## config.mk

```make
export PLATFORM = sky130hd
export DESIGN_NAME = reg_perm_check
export DESIGN_NICKNAME = d
export VERILOG_FILES = /design/src/rtl/reg_perm_pkg.sv /design/src/rtl/rpc_align_check.sv /design/src/rtl/rpc_policy_select.sv /design/src/rtl/reg_perm_check.sv
export SDC_FILE = /design/constraint.sdc
export NUM_CORES = 1
export LEC_CHECK = 0
export ABC_AREA = 1
export BUFFER_PORTS_ARGS = -buffer_cell sky130_fd_sc_hd__buf_2
export CORE_AREA = 4 4 100 102
export CTS_CLUSTER_SIZE = 12
export DETAILED_ROUTE_END_ITERATION = 10
export DIE_AREA = 0 0 104 106
export GPL_TIMING_DRIVEN = 0
export MAX_ROUTING_LAYER = met4
export PLACE_DENSITY = 0.82
export SLEW_MARGIN = 20
export SYNTH_ARGS = -nofsm -noshare
export SYNTH_HDL_FRONTEND = slang
export SYNTH_HIERARCHICAL = 1
export SYNTH_SLANG_ARGS = --single-unit
```

## constraint.sdc

```tcl
create_clock -name clk_i -period 6.69 [get_ports clk_i]
set_clock_uncertainty 0.2 [all_clocks]
set_input_delay 1.0035 -clock clk_i [delete_from_list [all_inputs] [get_ports clk_i]]
set_output_delay 1.0035 -clock clk_i [all_outputs]
set_load 0.1 [all_outputs]
```

## src/rtl/reg_perm_pkg.sv

```systemverilog
`timescale 1ns/1ps
package reg_perm_pkg;
   localparam int ROLE_W   = 4;
   localparam int PERM_W   = 1 << ROLE_W;
   localparam int POLICY_W = 2 * PERM_W;
   localparam int DATA_W   = 32;

   typedef enum logic [1:0] {
      SZ_BYTE  = 2'd0,
      SZ_HALF  = 2'd1,
      SZ_WORD  = 2'd2,
      SZ_DWORD = 2'd3
   } acc_size_e;

   // write bitmap in the upper half, read bitmap in the lower half
   typedef struct packed {
      logic [PERM_W-1:0] wr;
      logic [PERM_W-1:0] rd;
   } policy_t;
endpackage

```

## src/rtl/rpc_align_check.sv

```systemverilog
`timescale 1ns/1ps
module rpc_align_check
   import reg_perm_pkg::*;
(
   input  logic [1:0] addr_lo_i,
   input  acc_size_e  size_i,
   output logic       aligned_o
);
   always_comb begin
      unique case (size_i)
         SZ_BYTE: aligned_o = 1'b1;
         SZ_HALF: aligned_o = ~addr_lo_i[0];
         SZ_WORD: aligned_o = (addr_lo_i == 2'b00);
         default: aligned_o = 1'b0;   // wider than a register
      endcase
   end
endmodule

```

## src/rtl/rpc_policy_select.sv

```systemverilog
`timescale 1ns/1ps
module rpc_policy_select
   import reg_perm_pkg::*;
#(
   parameter int NREG  = 16,
   parameter int NPOL  = 4,
   parameter int SELW  = 2,
   parameter int IDX_W = 4
) (
   input  logic [NPOL*POLICY_W-1:0] policies_i,
   input  logic [NREG*SELW-1:0]     policy_sel_i,
   input  logic [IDX_W-1:0]         idx_i,
   input  logic [ROLE_W-1:0]        role_i,
   input  logic                     write_i,
   output logic                     grant_o
);
   policy_t           pol_arr [NPOL];
   logic [SELW-1:0]   sel_arr [NREG];

   for (genvar p = 0; p < NPOL; p++) begin : g_pol
      assign pol_arr[p] = policy_t'(policies_i[p*POLICY_W +: POLICY_W]);
   end
   for (genvar k = 0; k < NREG; k++) begin : g_sel
      assign sel_arr[k] = policy_sel_i[k*SELW +: SELW];
   end

   logic              reg_hit, pol_hit;
   logic [SELW-1:0]   sel;
   policy_t           pol;
   logic [PERM_W-1:0] bitmap;

   always_comb begin
      reg_hit = 1'b0;
      sel     = '0;
      for (int k = 0; k < NREG; k++) begin
         if (idx_i == IDX_W'(k)) begin
            reg_hit = 1'b1;
            sel     = sel_arr[k];
         end
      end
      pol_hit = 1'b0;
      pol     = '0;
      for (int p = 0; p < NPOL; p++) begin
         if (sel == SELW'(p)) begin
            pol_hit = 1'b1;
            pol     = pol_arr[p];
         end
      end
      bitmap  = write_i ? pol.wr : pol.rd;
      grant_o = reg_hit & pol_hit & bitmap[role_i];
   end
endmodule

```

## src/rtl/reg_perm_check.sv

```systemverilog
`timescale 1ns/1ps
module reg_perm_check
   import reg_perm_pkg::*;
#(
   parameter int NREG        = 16,
   parameter int NPOL        = 4,
   parameter int SELW        = 2,
   parameter int ADDR_W      = 6,
   parameter bit ERR_ON_VIOL = 1'b1,
   localparam int IDX_W      = ADDR_W - 2
) (
   input  logic                     clk_i,
   input  logic                     rst_ni,
   input  logic                     req_valid_i,
   input  logic                     req_write_i,
   input  logic [ADDR_W-1:0]        req_addr_i,
   input  logic [1:0]               req_size_i,
   input  logic [ROLE_W-1:0]        req_role_i,
   input  logic [NPOL*POLICY_W-1:0] policies_i,
   input  logic [NREG*SELW-1:0]     policy_sel_i,
   output logic [IDX_W-1:0]         reg_idx_o,
   output logic                     reg_we_o,
   output logic                     reg_re_o,
   input  logic [DATA_W-1:0]        reg_rdata_i,
   output logic                     rsp_valid_o,
   output logic [DATA_W-1:0]        rsp_rdata_o,
   output logic                     rsp_error_o,
   output logic                     viol_o,
   output logic [ADDR_W-1:0]        viol_addr_o,
   output logic [ROLE_W-1:0]        viol_role_o,
   output logic                     viol_write_o
);
   // elaboration-time parameter checks
   if (ADDR_W < 3) begin : g_chk_addr
      $error("ADDR_W must leave at least one index bit");
   end
   if (NREG < 1 || NREG > (1 << IDX_W)) begin : g_chk_nreg
      $error("NREG must be between 1 and 2**(ADDR_W-2)");
   end
   if (NPOL < 1 || NPOL > (1 << SELW)) begin : g_chk_npol
      $error("NPOL must be between 1 and 2**SELW");
   end

   logic aligned, grant, allow, viol, err_d;

   assign reg_idx_o = req_addr_i[ADDR_W-1:2];

   rpc_align_check u_align (
      .addr_lo_i (req_addr_i[1:0]),
      .size_i    (acc_size_e'(req_size_i)),
      .aligned_o (aligned)
   );

   rpc_policy_select #(
      .NREG  (NREG),
      .NPOL  (NPOL),
      .SELW  (SELW),
      .IDX_W (IDX_W)
   ) u_select (
      .policies_i   (policies_i),
      .policy_sel_i (policy_sel_i),
      .idx_i        (reg_idx_o),
      .role_i       (req_role_i),
      .write_i      (req_write_i),
      .grant_o      (grant)
   );

   assign allow    = aligned & grant;
   assign viol     = req_valid_i & ~allow;
   assign reg_we_o = req_valid_i & req_write_i & allow;
   assign reg_re_o = req_valid_i & ~req_write_i & allow;

   if (ERR_ON_VIOL) begin : g_err_on
      assign err_d = viol;
   end else begin : g_err_off
      assign err_d = 1'b0;
   end

   always_ff @(posedge clk_i or negedge rst_ni) begin
      if (!rst_ni) begin
         rsp_valid_o  <= 1'b0;
         rsp_rdata_o  <= '0;
         rsp_error_o  <= 1'b0;
         viol_o       <= 1'b0;
         viol_addr_o  <= '0;
         viol_role_o  <= '0;
         viol_write_o <= 1'b0;
      end else begin
         rsp_valid_o <= req_valid_i;
         rsp_rdata_o <= reg_re_o ? reg_rdata_i : '0;
         rsp_error_o <= err_d;
         viol_o      <= viol;
         if (viol) begin
            viol_addr_o  <= req_addr_i;
            viol_role_o  <= req_role_i;
            viol_write_o <= req_write_i;
         end
      end
   end
endmodule

```

Word-level counts from Yosys, hierarchy flattened
Index checks and enable logic that the tools add are counted.
{ "word_totals": {"regBits": 45, "latchBits": 0, "ramBits": 0, "mem_bits_ro": 0, "inputBits": 208, "output_inout_bits": 52, "memories": 0} }
{ "classes": {"addsub": 0, "multipliers": 0, "n_div": 0, "magnitude_cmp": 1, "n_eq_ne": 20, "shift": 0, "muxes": 45, "bitwise": 11, "n_reduce_logical": 4} }
{ "ops": {"columns": ["operator", "n"], "rows": [
  ["$mux W32", 5],
  ["$eq A4 B4 Y1 const B", 8],
  ["$mux W2", 16],
  ["$mux W1", 21],
  ["$eq A4 B3 Y1 const B", 4],
  ["$mux W16", 1],
  ["$and A1 B1 Y1", 8],
  ["$eq A4 B2 Y1 const B", 2],
  ["$eq A2 B2 Y1 const B", 3],
  ["$logic_not A2 Y1", 3],
  ["$lt A4 B5 Y1 const B", 1],
  ["$bmux W1 S4", 1],
  ["$eq A2 B1 Y1 const B", 2],
  ["$eq A4 B1 Y1 const B", 1],
  ["$logic_not A4 Y1", 1],
  ["$not A1 Y1", 3],
  ["$pmux W1 S3", 1]
]} }

Logic depth before layout (Yosys ltp)
Gate-level depths: netlist of the first run.
{ "logic_depth": {"ltp_word": 29, "ltp_mapped": 29} }

Modules after synthesis
The synthesis of the first run kept the hierarchy.
{ "by_module_without_submodules": {"columns": ["mod", "n_inst", "cells_each", "area_per_inst_um2", "seq_area_each_um2"], "rows": [
  ["rpc_policy_select", 1, 466, 2207.1, 0.0],
  ["reg_perm_check", 1, 164, 1726.7, 1126.1],
  ["rpc_align_check", 1, 7, 26.3, 0.0]
]} }

Worst setup path before layout of the first run
OpenSTA, ideal clock, no wires.
{ "synth_timing": {"kind": "input to output", "startpoint": "input port req_addr_i[5]", "endpoint": "output port reg_re_o", "arrival_ns": 4.388, "required_time_ns": 5.486, "setup_slack_ns": 1.098, "stages": 23, "n_path_buf": 2, "cell_sequence": "nor2_1 > nand3_1 > nand3_1 > nor2_1 > nand4_1 > nand2_1 > nand4_1 > nor3_2 > nand4_2 > clkbuf_1 > nand3_1 > nand2_1 > inv_1 > nand3_1 > nand3_1 > nand3_1 > nand3_1 > nand3_1 > nand2_1 > inv_1 > nand2_2 > buf_2 > nor2_1"} }
{ "synth_via": {"elab_chain_cells": 28, "word_cells_on_any_way": 67, "classes_between": "eq/ne (18); mux (43); bitwise (4); reduce/logical (2)"} }
{ "synth_rtl": {"columns": ["element", "line", "rtl"], "rows": [
  ["from (decl)", "reg_perm_check.sv:16", "input logic [ADDR_W-1:0] req_addr_i,"],
  ["$logic_not A4 Y1", "rpc_policy_select.sv:36", "if (idx_i == IDX_W'(k)) begin"],
  ["$mux W2 (16 in a row)", "rpc_policy_select.sv:36", null],
  ["$logic_not A2 Y1", "rpc_policy_select.sv:44", "if (sel == SELW'(p)) begin"],
  ["$mux W32 (4 in a row)", "rpc_policy_select.sv:44", null],
  ["$mux W16", "rpc_policy_select.sv:49", "bitmap = write_i ? pol.wr : pol.rd;"],
  ["$bmux W1 S4", "rpc_policy_select.sv:50", "grant_o = reg_hit & pol_hit & bitmap[role_i];"],
  ["$mux W1 (implied by the code)", "rpc_policy_select.sv:50", null],
  ["$and A1 B1 Y1 *", "rpc_policy_select.sv:50", null],
  ["net grant", "reg_perm_check.sv:44", "logic aligned, grant, allow, viol, err_d;"],
  ["$and A1 B1 Y1 *", "reg_perm_check.sv:68", "assign allow = aligned & grant;"],
  ["$and A1 B1 Y1 *", "reg_perm_check.sv:71", "assign reg_re_o = req_valid_i & ~req_write_i & allow;"],
  ["to (decl)", "reg_perm_check.sv:23", "output logic reg_re_o,"]
]} }
The timed path passes the listed nets; every way through them passes the cells marked *. The select of a mux whose other input is x is not followed.

Worst setup path in the final report of the first run
{ "layout_timing": {"startpoint": "input port req_addr_i[5]", "endpoint": "output port reg_we_o"} }
{ "layout_via": {"elab_chain_cells": 28, "word_cells_on_any_way": 67, "classes_between": "eq/ne (18); mux (43); bitwise (4); reduce/logical (2)"} }
{ "layout_rtl": {"columns": ["element", "line", "rtl"], "rows": [
  ["$logic_not A4 Y1", "rpc_policy_select.sv:36", null],
  ["$mux W2 (16 in a row)", "rpc_policy_select.sv:36", null],
  ["$logic_not A2 Y1", "rpc_policy_select.sv:44", null],
  ["$mux W32 (4 in a row)", "rpc_policy_select.sv:44", null],
  ["$mux W16", "rpc_policy_select.sv:49", null],
  ["$bmux W1 S4", "rpc_policy_select.sv:50", null],
  ["$mux W1 (implied by the code)", "rpc_policy_select.sv:50", null],
  ["$and A1 B1 Y1 *", "rpc_policy_select.sv:50", null],
  ["net grant", "reg_perm_check.sv:44", null],
  ["$and A1 B1 Y1 *", "reg_perm_check.sv:68", null],
  ["$and A1 B1 Y1 *", "reg_perm_check.sv:70", "assign reg_we_o = req_valid_i & req_write_i & allow;"],
  ["to (decl)", "reg_perm_check.sv:22", "output logic reg_we_o,"]
]} }
Marks and branches as above.

==> impl_results.md, run 1 <==
* CP arrival at 4.60 ns
* Die H at 106 µm
* Routed Antenna Nets at 0
* Placed wire-length estimate at 11.8 mm
* Worst setup SP type: input pin
* Post-synth top area cell: dfrtp_1
* Crit-path leading delay family: simple AND/OR/NAND/NOR gates
* Pre-CTS WS at 0.941 ns
* Crit Path Max Fanout at 10
* Max Buffers Root-to-Sink at 2
* Cell count after synthesis at 637
* Synth Cell Area at 0.00396 mm²
* Crit Path Category: input pin to output port
* Final Max Tran Viols at 0
* Vias in the first global route at 4,812
* Largest net degree at the start of global routing at 46
* Final worst slack at 0.889 ns
* First-pass GRT wire length at 22.3 mm
* Critical path's most frequent cell: nand3_1
* Clock root cell: clkbuf_8
* Post-route cell area at 0.00553 mm²
* Unrepaired setup endpoints after global routing: no
* Top_reg_cell synth: dfrtp_1
* First drt pass iteration count at 5
* HP Class: flip-flop to flip-flop
* Synth cell types at 29
* Final RePlAce weighted congestion at 0.924
* Crit path buf inv count at 6
* Relative slew slack at 0.371
* CTS Buf Count at 5
* Critical R2R Capture: viol_addr_o[5]$_DFFE_PN0P_
* Critical R2R Launch: viol_addr_o[5]$_DFFE_PN0P_
* Post-synth EDFFs at 0
* Critical Path Sink Type: output port
* Fin crit period at 5.80 ns
* Rows at 35
* Levels on crit path at 25
* Synth warn at 6
* Chip Width at 104 µm
* Routed len/inst at 14.1 µm
* # setup viols final at 0
* Seq/Total Area, Yosys at 0.284
* R2R setup slack at 5.89 ns
* CTS Sinks at 45
* Routed WL at 14.3 mm
* Die area at 0.0110 mm²
* Leak at 3.48 nW
* Final number of hold-violating endpoints at 0
* Placeable core region at 0.00911 mm²
* Asr flop ratio synth at 1.00
* Synth area leaders: dfrtp_1 28%, nand2_1 18%, nand3_1 14%
* Tot GR Track Use at 0.253
* Number of diodes at 0
* H-tree lvl count at 2
* Status: completed
* Worst Setup EP: reg_we_o
* Routed via count at 4,972
* Initial antenna violation count at 0
* Number of synthesized register bits at 45
* Post-CTS Hold Fix Bufs at 0
* IO Port Bufs at 259
* Count leader, synth: nand2_1
* Area share of the largest cell type after synthesis at 0.284
* Critical Path Max Stage Delay at 0.46 ns
* Worst-path clk slew at 0.08 ns
* CP startpoint: req_addr_i[5]
* Number of remaining DRC errors at 0
* Max Cap Violations at 0
* Layout cells sized above 1 at 0.365
* Layout net count at 1,111
* Setup TNS at 0 ns
* Post-CTS sizing at 0
* CP required at 5.49 ns
* Starting Density at 0.435
* Vias per cell at 4.90
* CTS tree: yes
* DRT iter0 DRCs at 223
* Avg Cell Area, Syn at 6.22 µm²
* R2R depth at 2
* Crit-path slowest cell: clkbuf_1
* Post-CTS setup buffers at 0
* Worst vdd ir at 0.119 mV
* Synth cell count leaders: 186 x nand2_1, 125 x inv_1, 108 x nand3_1
* Syn_nets at 845
* Layout area overhead at 39.7%
* Pwr/cell area at 195 mW/mm²
* # IOs at 260
* Congestion Overflow GR at 0
* Clk_lat worst skew at 0.30 ns
* Cell area after placement at 0.00540 mm²
* Slew @ Worst Pin at 0.943 ns
* Max Clock Freq at 172 MHz
* Fin crit share at 0.867
flip-flops by register name, summed over array words and instances (netlist names):
register      cells
rsp_rdata_o      32
rsp_valid_o       1
viol_addr_o       6
viol_o            1
viol_role_o       4
viol_write_o      1
cell usage in the layout (no fill, tap or decap), drive strengths merged:
cell	synthesis	routed
a21oi	13	13
buf	29	288
bufinv	0	2
clkbuf	4	9
clkinv	1	1
dfrtp	45	45
inv	127	128
mux2	1	1
nand2	192	192
nand3	108	108
nand3b	8	8
nand4	12	12
nor2	33	33
nor3	33	33
o21a	15	15
o21ai	15	15
or2	1	1
worst min path at each step:
stage | from | to | slack (ns) | depth (start not counted)
floorplan | rst_ni | rsp_rdata_o[0]$_DFF_PN0_ | 0.51 | 0
global placement | viol_write_o$_DFFE_PN0P_ | viol_write_o$_DFFE_PN0P_ | 0.25 | 2
detailed placement | viol_role_o[3]$_DFFE_PN0P_ | viol_role_o[3]$_DFFE_PN0P_ | 0.25 | 2
CTS | viol_addr_o[3]$_DFFE_PN0P_ | viol_addr_o[3]$_DFFE_PN0P_ | 0.27 | 2
global route | viol_role_o[3]$_DFFE_PN0P_ | viol_role_o[3]$_DFFE_PN0P_ | 0.28 | 2
finish | viol_role_o[0]$_DFFE_PN0P_ | viol_role_o[0]$_DFFE_PN0P_ | 0.27 | 2
worst register-to-register path, stage by stage, from the launching register on:
cell and delay, ns:
dfrtp_1 0.39, nand2_1 0.07, nand2_1 0.05
final cells by class:
class,instances,area [µm²]
Fill cell,890,3580
Multi-Input combinational cell,431,2120
Timing Repair Buffer,259,1300
Sequential cell,45,1130
Inverter,128,480
Buffer,33,235
Tap cell,111,139
Clock buffer,5,68.8
Clock inverter,3,68.8
metal layers:
layer / up-vias / GRT usage / wire (µm)
met2: 277 / 0.455 / 7360
met1: 2166 / 0.289 / 5340
met3: 20 / 0.0468 / 1340
met4: 0 / 0.0693 / 242
met5: - / - / 0
li1: 2509 / - / -
power by group:
group	total, W	internal, W	switching (W)
Sequential	0.000295	0.000288	0.00000677
Combinational	0.000542	0.000164	0.000377
Clock	0.000242	0.000150	0.0000915
Total	0.00108	0.000603	0.000476
cells by family (layout without fill, tap and decap cells):
family / Yosys count / after routing / share of synthesized area
flip-flops: 45 / 45 / 0.284
buffers and inverters: 161 / 428 / 0.181
multiplexers: 1 / 1 / 0.00284
AND/OR/NAND/NOR: 387 / 387 / 0.461
AO/OA/AOI/OAI: 43 / 43 / 0.0714
through the flow:
step / util / total power [W] / instances / hold WS (ns)
6_report: 0.607 / 0.00108 / 1015 / 0.273
3_3_place_gp: 0.592 / 0.000834 / 1007 / 0.248
4_1_cts: 0.607 / 0.00108 / 1015 / 0.273
2_1_floorplan: - / 0.000680 / 637 / 0.508
5_1_grt: 0.607 / 0.00114 / 1015 / 0.280
3_5_place_dp: 0.592 / 0.000839 / 1007 / 0.253
(Power assumes the default switching activity.)
==> run 2: changes to the inputs <==
- CORE_AREA: 4 4 100 102 -> unset
- CORE_MARGIN: unset -> 4
- CORE_UTILIZATION: unset -> 40
- DIE_AREA: 0 0 104 106 -> unset
- PLACE_DENSITY: 0.82 -> 0.77
==> impl_results.md, run 2 (synthesis gave the netlist of run 1 again) <==
* Critical R2R Launch: viol_role_o[3]$_DFFE_PN0P_
* Die H at 108 µm (+1.4%)
* CP startpoint: req_addr_i[5]
* CTS Buf Count at 5 (unchanged)
* Pwr/cell area at 182 mW/mm² (-6.7%)
* Vias per cell at 4.73 (-3.4%)
* Crit-path leading delay family: simple AND/OR/NAND/NOR gates
* CTS Sinks at 45 (unchanged)
* Hold path depth at 2 (unchanged)
* Hold path startpoint: viol_role_o[1]$_DFFE_PN0P_
* Number of remaining DRC errors at 0 (unchanged)
* Clk_lat worst skew at 0.30 ns (about the same)
* Most frequent cells in the layout: 267 x buf_2, 186 x nand2_1, 125 x inv_1
* R2R setup slack at 5.86 ns (-0.03 ns)
* H-tree lvl count at 2 (unchanged)
* Leak at 3.46 nW (-0.69%)
* Routed via count at 4,914 (-1.2%)
* Setup TNS at 0 ns (unchanged)
* Unrepaired setup endpoints after global routing: no
* Starting Density at 0.407 (-0.0277)
* Max Cap Violations at 0 (unchanged)
* Crit Path Max Fanout at 10 (unchanged)
* IO Port Bufs at 259 (unchanged)
* Pre-CTS WS at 0.920 ns (-0.0206 ns)
* Post-CTS Hold Fix Bufs at 0 (unchanged)
* CP required at 5.49 ns (about the same)
* Die area at 0.0116 mm² (+4.8%)
* Chip Width at 108 µm (+3.4%)
* Worst setup SP type: input pin
* Relative slew slack at 0.354 (-0.0169)
* # IOs at 260 (unchanged)
* Initial antenna violation count at 1 (+1)
* Clock root cell: clkbuf_8
* Critical Path Max Stage Delay at 0.44 ns (-0.02 ns)
* Most common cell after layout, fill and taps aside: buf_2
* Vias in the first global route at 4,553 (-5.4%)
* Fin crit period at 5.78 ns (-0.0255 ns)
* Fin crit share at 0.863 (-0.00381)
* Routed Antenna Nets at 0 (unchanged)
* First-pass GRT wire length at 21.3 mm (-4.7%)
* Number of flip-flops in the largest register at 32 (unchanged)
* Placeable core region at 0.00973 mm² (+6.8%)
* Final Max Tran Viols at 0 (unchanged)
* Non-Filler Instances at 1,038 (+2.3%)
* Placed wire-length estimate at 11.8 mm (-0.29%)
* CP arrival at 4.57 ns (-0.03 ns)
* Post-CTS setup buffers at 0 (unchanged)
* Max Clock Freq at 173 MHz (+0.44%)
* Final worst slack at 0.914 ns (+0.0255 ns)
* Critical Path Sink Type: output port
* Tot GR Track Use at 0.238 (-0.0145)
* Rows at 36 (+2.9%)
* WHS at 0.274 ns (+0.000704 ns)
* Register bank with the most flops: rsp_rdata_o
* Top flop regs: rsp_rdata_o (32), viol_addr_o (6), viol_role_o (4)
* Layout cells sized above 1 at 0.365 (unchanged)
* Congestion Overflow GR at 0 (unchanged)
* Crit path buf inv count at 6 (unchanged)
* Worst-path clk slew at 0.08 ns (about the same)
* Largest net degree at the start of global routing at 46 (unchanged)
* Layout area overhead at 39.3%
* Routed len/inst at 13.8 µm (-1.9%)
* DRT iter0 DRCs at 212 (-4.9%)
* R2R depth at 2 (unchanged)
* Slew @ Worst Pin at 0.969 ns (+0.0253 ns)
* Status: completed
* HP Class: flip-flop to flip-flop
* Worst vdd ir at 0.103 mV (-13%)
* Final RePlAce weighted congestion at 0.977 (+5.7%)
* First drt pass iteration count at 5 (unchanged)
* Levels on crit path at 25 (unchanged)
* CTS tree: yes
* Critical path's most frequent cell: nand3_1
* Final core utilization at 0.567 (-0.0405)
* Crit-path slowest cell: clkbuf_1
* Routed WL at 14.3 mm (+0.29%)
* Post-placement cell count at 1,029 (+2.2%)
* Post-CTS sizing at 0 (unchanged)
* Final number of hold-violating endpoints at 0 (unchanged)
* Max Buffers Root-to-Sink at 2 (unchanged)
* Crit Path Category: input pin to output port
* Layout net count at 1,111 (unchanged)
* # setup viols final at 0 (unchanged)
-- run 2: cell count changes in the layout (fill, tap and decap cells not counted), sizes merged --
cell,change
bufinv,-2
clkinv,+1
clkinvlp,+1
diode,+1
-- run 2: stage by stage --
step | total power, W | area (µm²)
after floorplan | 0.000680 | 3960
after global placement | 0.000835 | 5420
after detailed placement | 0.000838 | 5420
after CTS | 0.00100 | 5510
after global routing | 0.00106 | 5520
final | 0.00100 | 5520
-- run 2: cell type report --
cell class / count / area [µm²]
Timing Repair Buffer: 259 / 1300
Inverter: 128 / 480
Multi-Input combinational cell: 431 / 2120
Fill cell: 1000 / 4210
Clock buffer: 5 / 68.8
Tap cell: 133 / 166
Clock inverter: 3 / 21.3
Buffer: 33 / 235
Antenna cell: 1 / 2.50
Sequential cell: 45 / 1130
-- run 2: where the power goes --
part / leakage (nW) / total [W] / internal (W) / switching [W]
sequential: 0.602 / 0.000296 / 0.000288 / 0.00000764
clock: 0.0445 / 0.000167 / 0.0000741 / 0.0000930
combinational: 2.81 / 0.000540 / 0.000164 / 0.000376
total: 3.46 / 0.00100 / 0.000527 / 0.000476
-- run 2: layer usage --
metal | vias to the layer above | track usage | routed length (µm)
met5 | - | - | 0
met4 | 0 | 0.0875 | 334
met3 | 24 | 0.0336 | 1170
met2 | 231 | 0.425 | 7220
met1 | 2144 | 0.270 | 5600
li1 | 2515 | - | -
-- run 2: final timing paths --
check / to
min in group asynchronous: rsp_rdata_o[8]$_DFF_PN0_
hold reg to reg: viol_role_o[1]$_DFFE_PN0P_
max in group asynchronous: viol_write_o$_DFFE_PN0P_
setup reg to reg: viol_role_o[3]$_DFFE_PN0P_
hold / removal: viol_role_o[1]$_DFFE_PN0P_
setup / recovery: reg_we_o
-- run 2: tightest hold or removal path: cells and delay by family (launching register included) --
family / cells / cell delay, ns
DFF: 1 / 0.35
and+or+nand+nor: 2 / 0.10
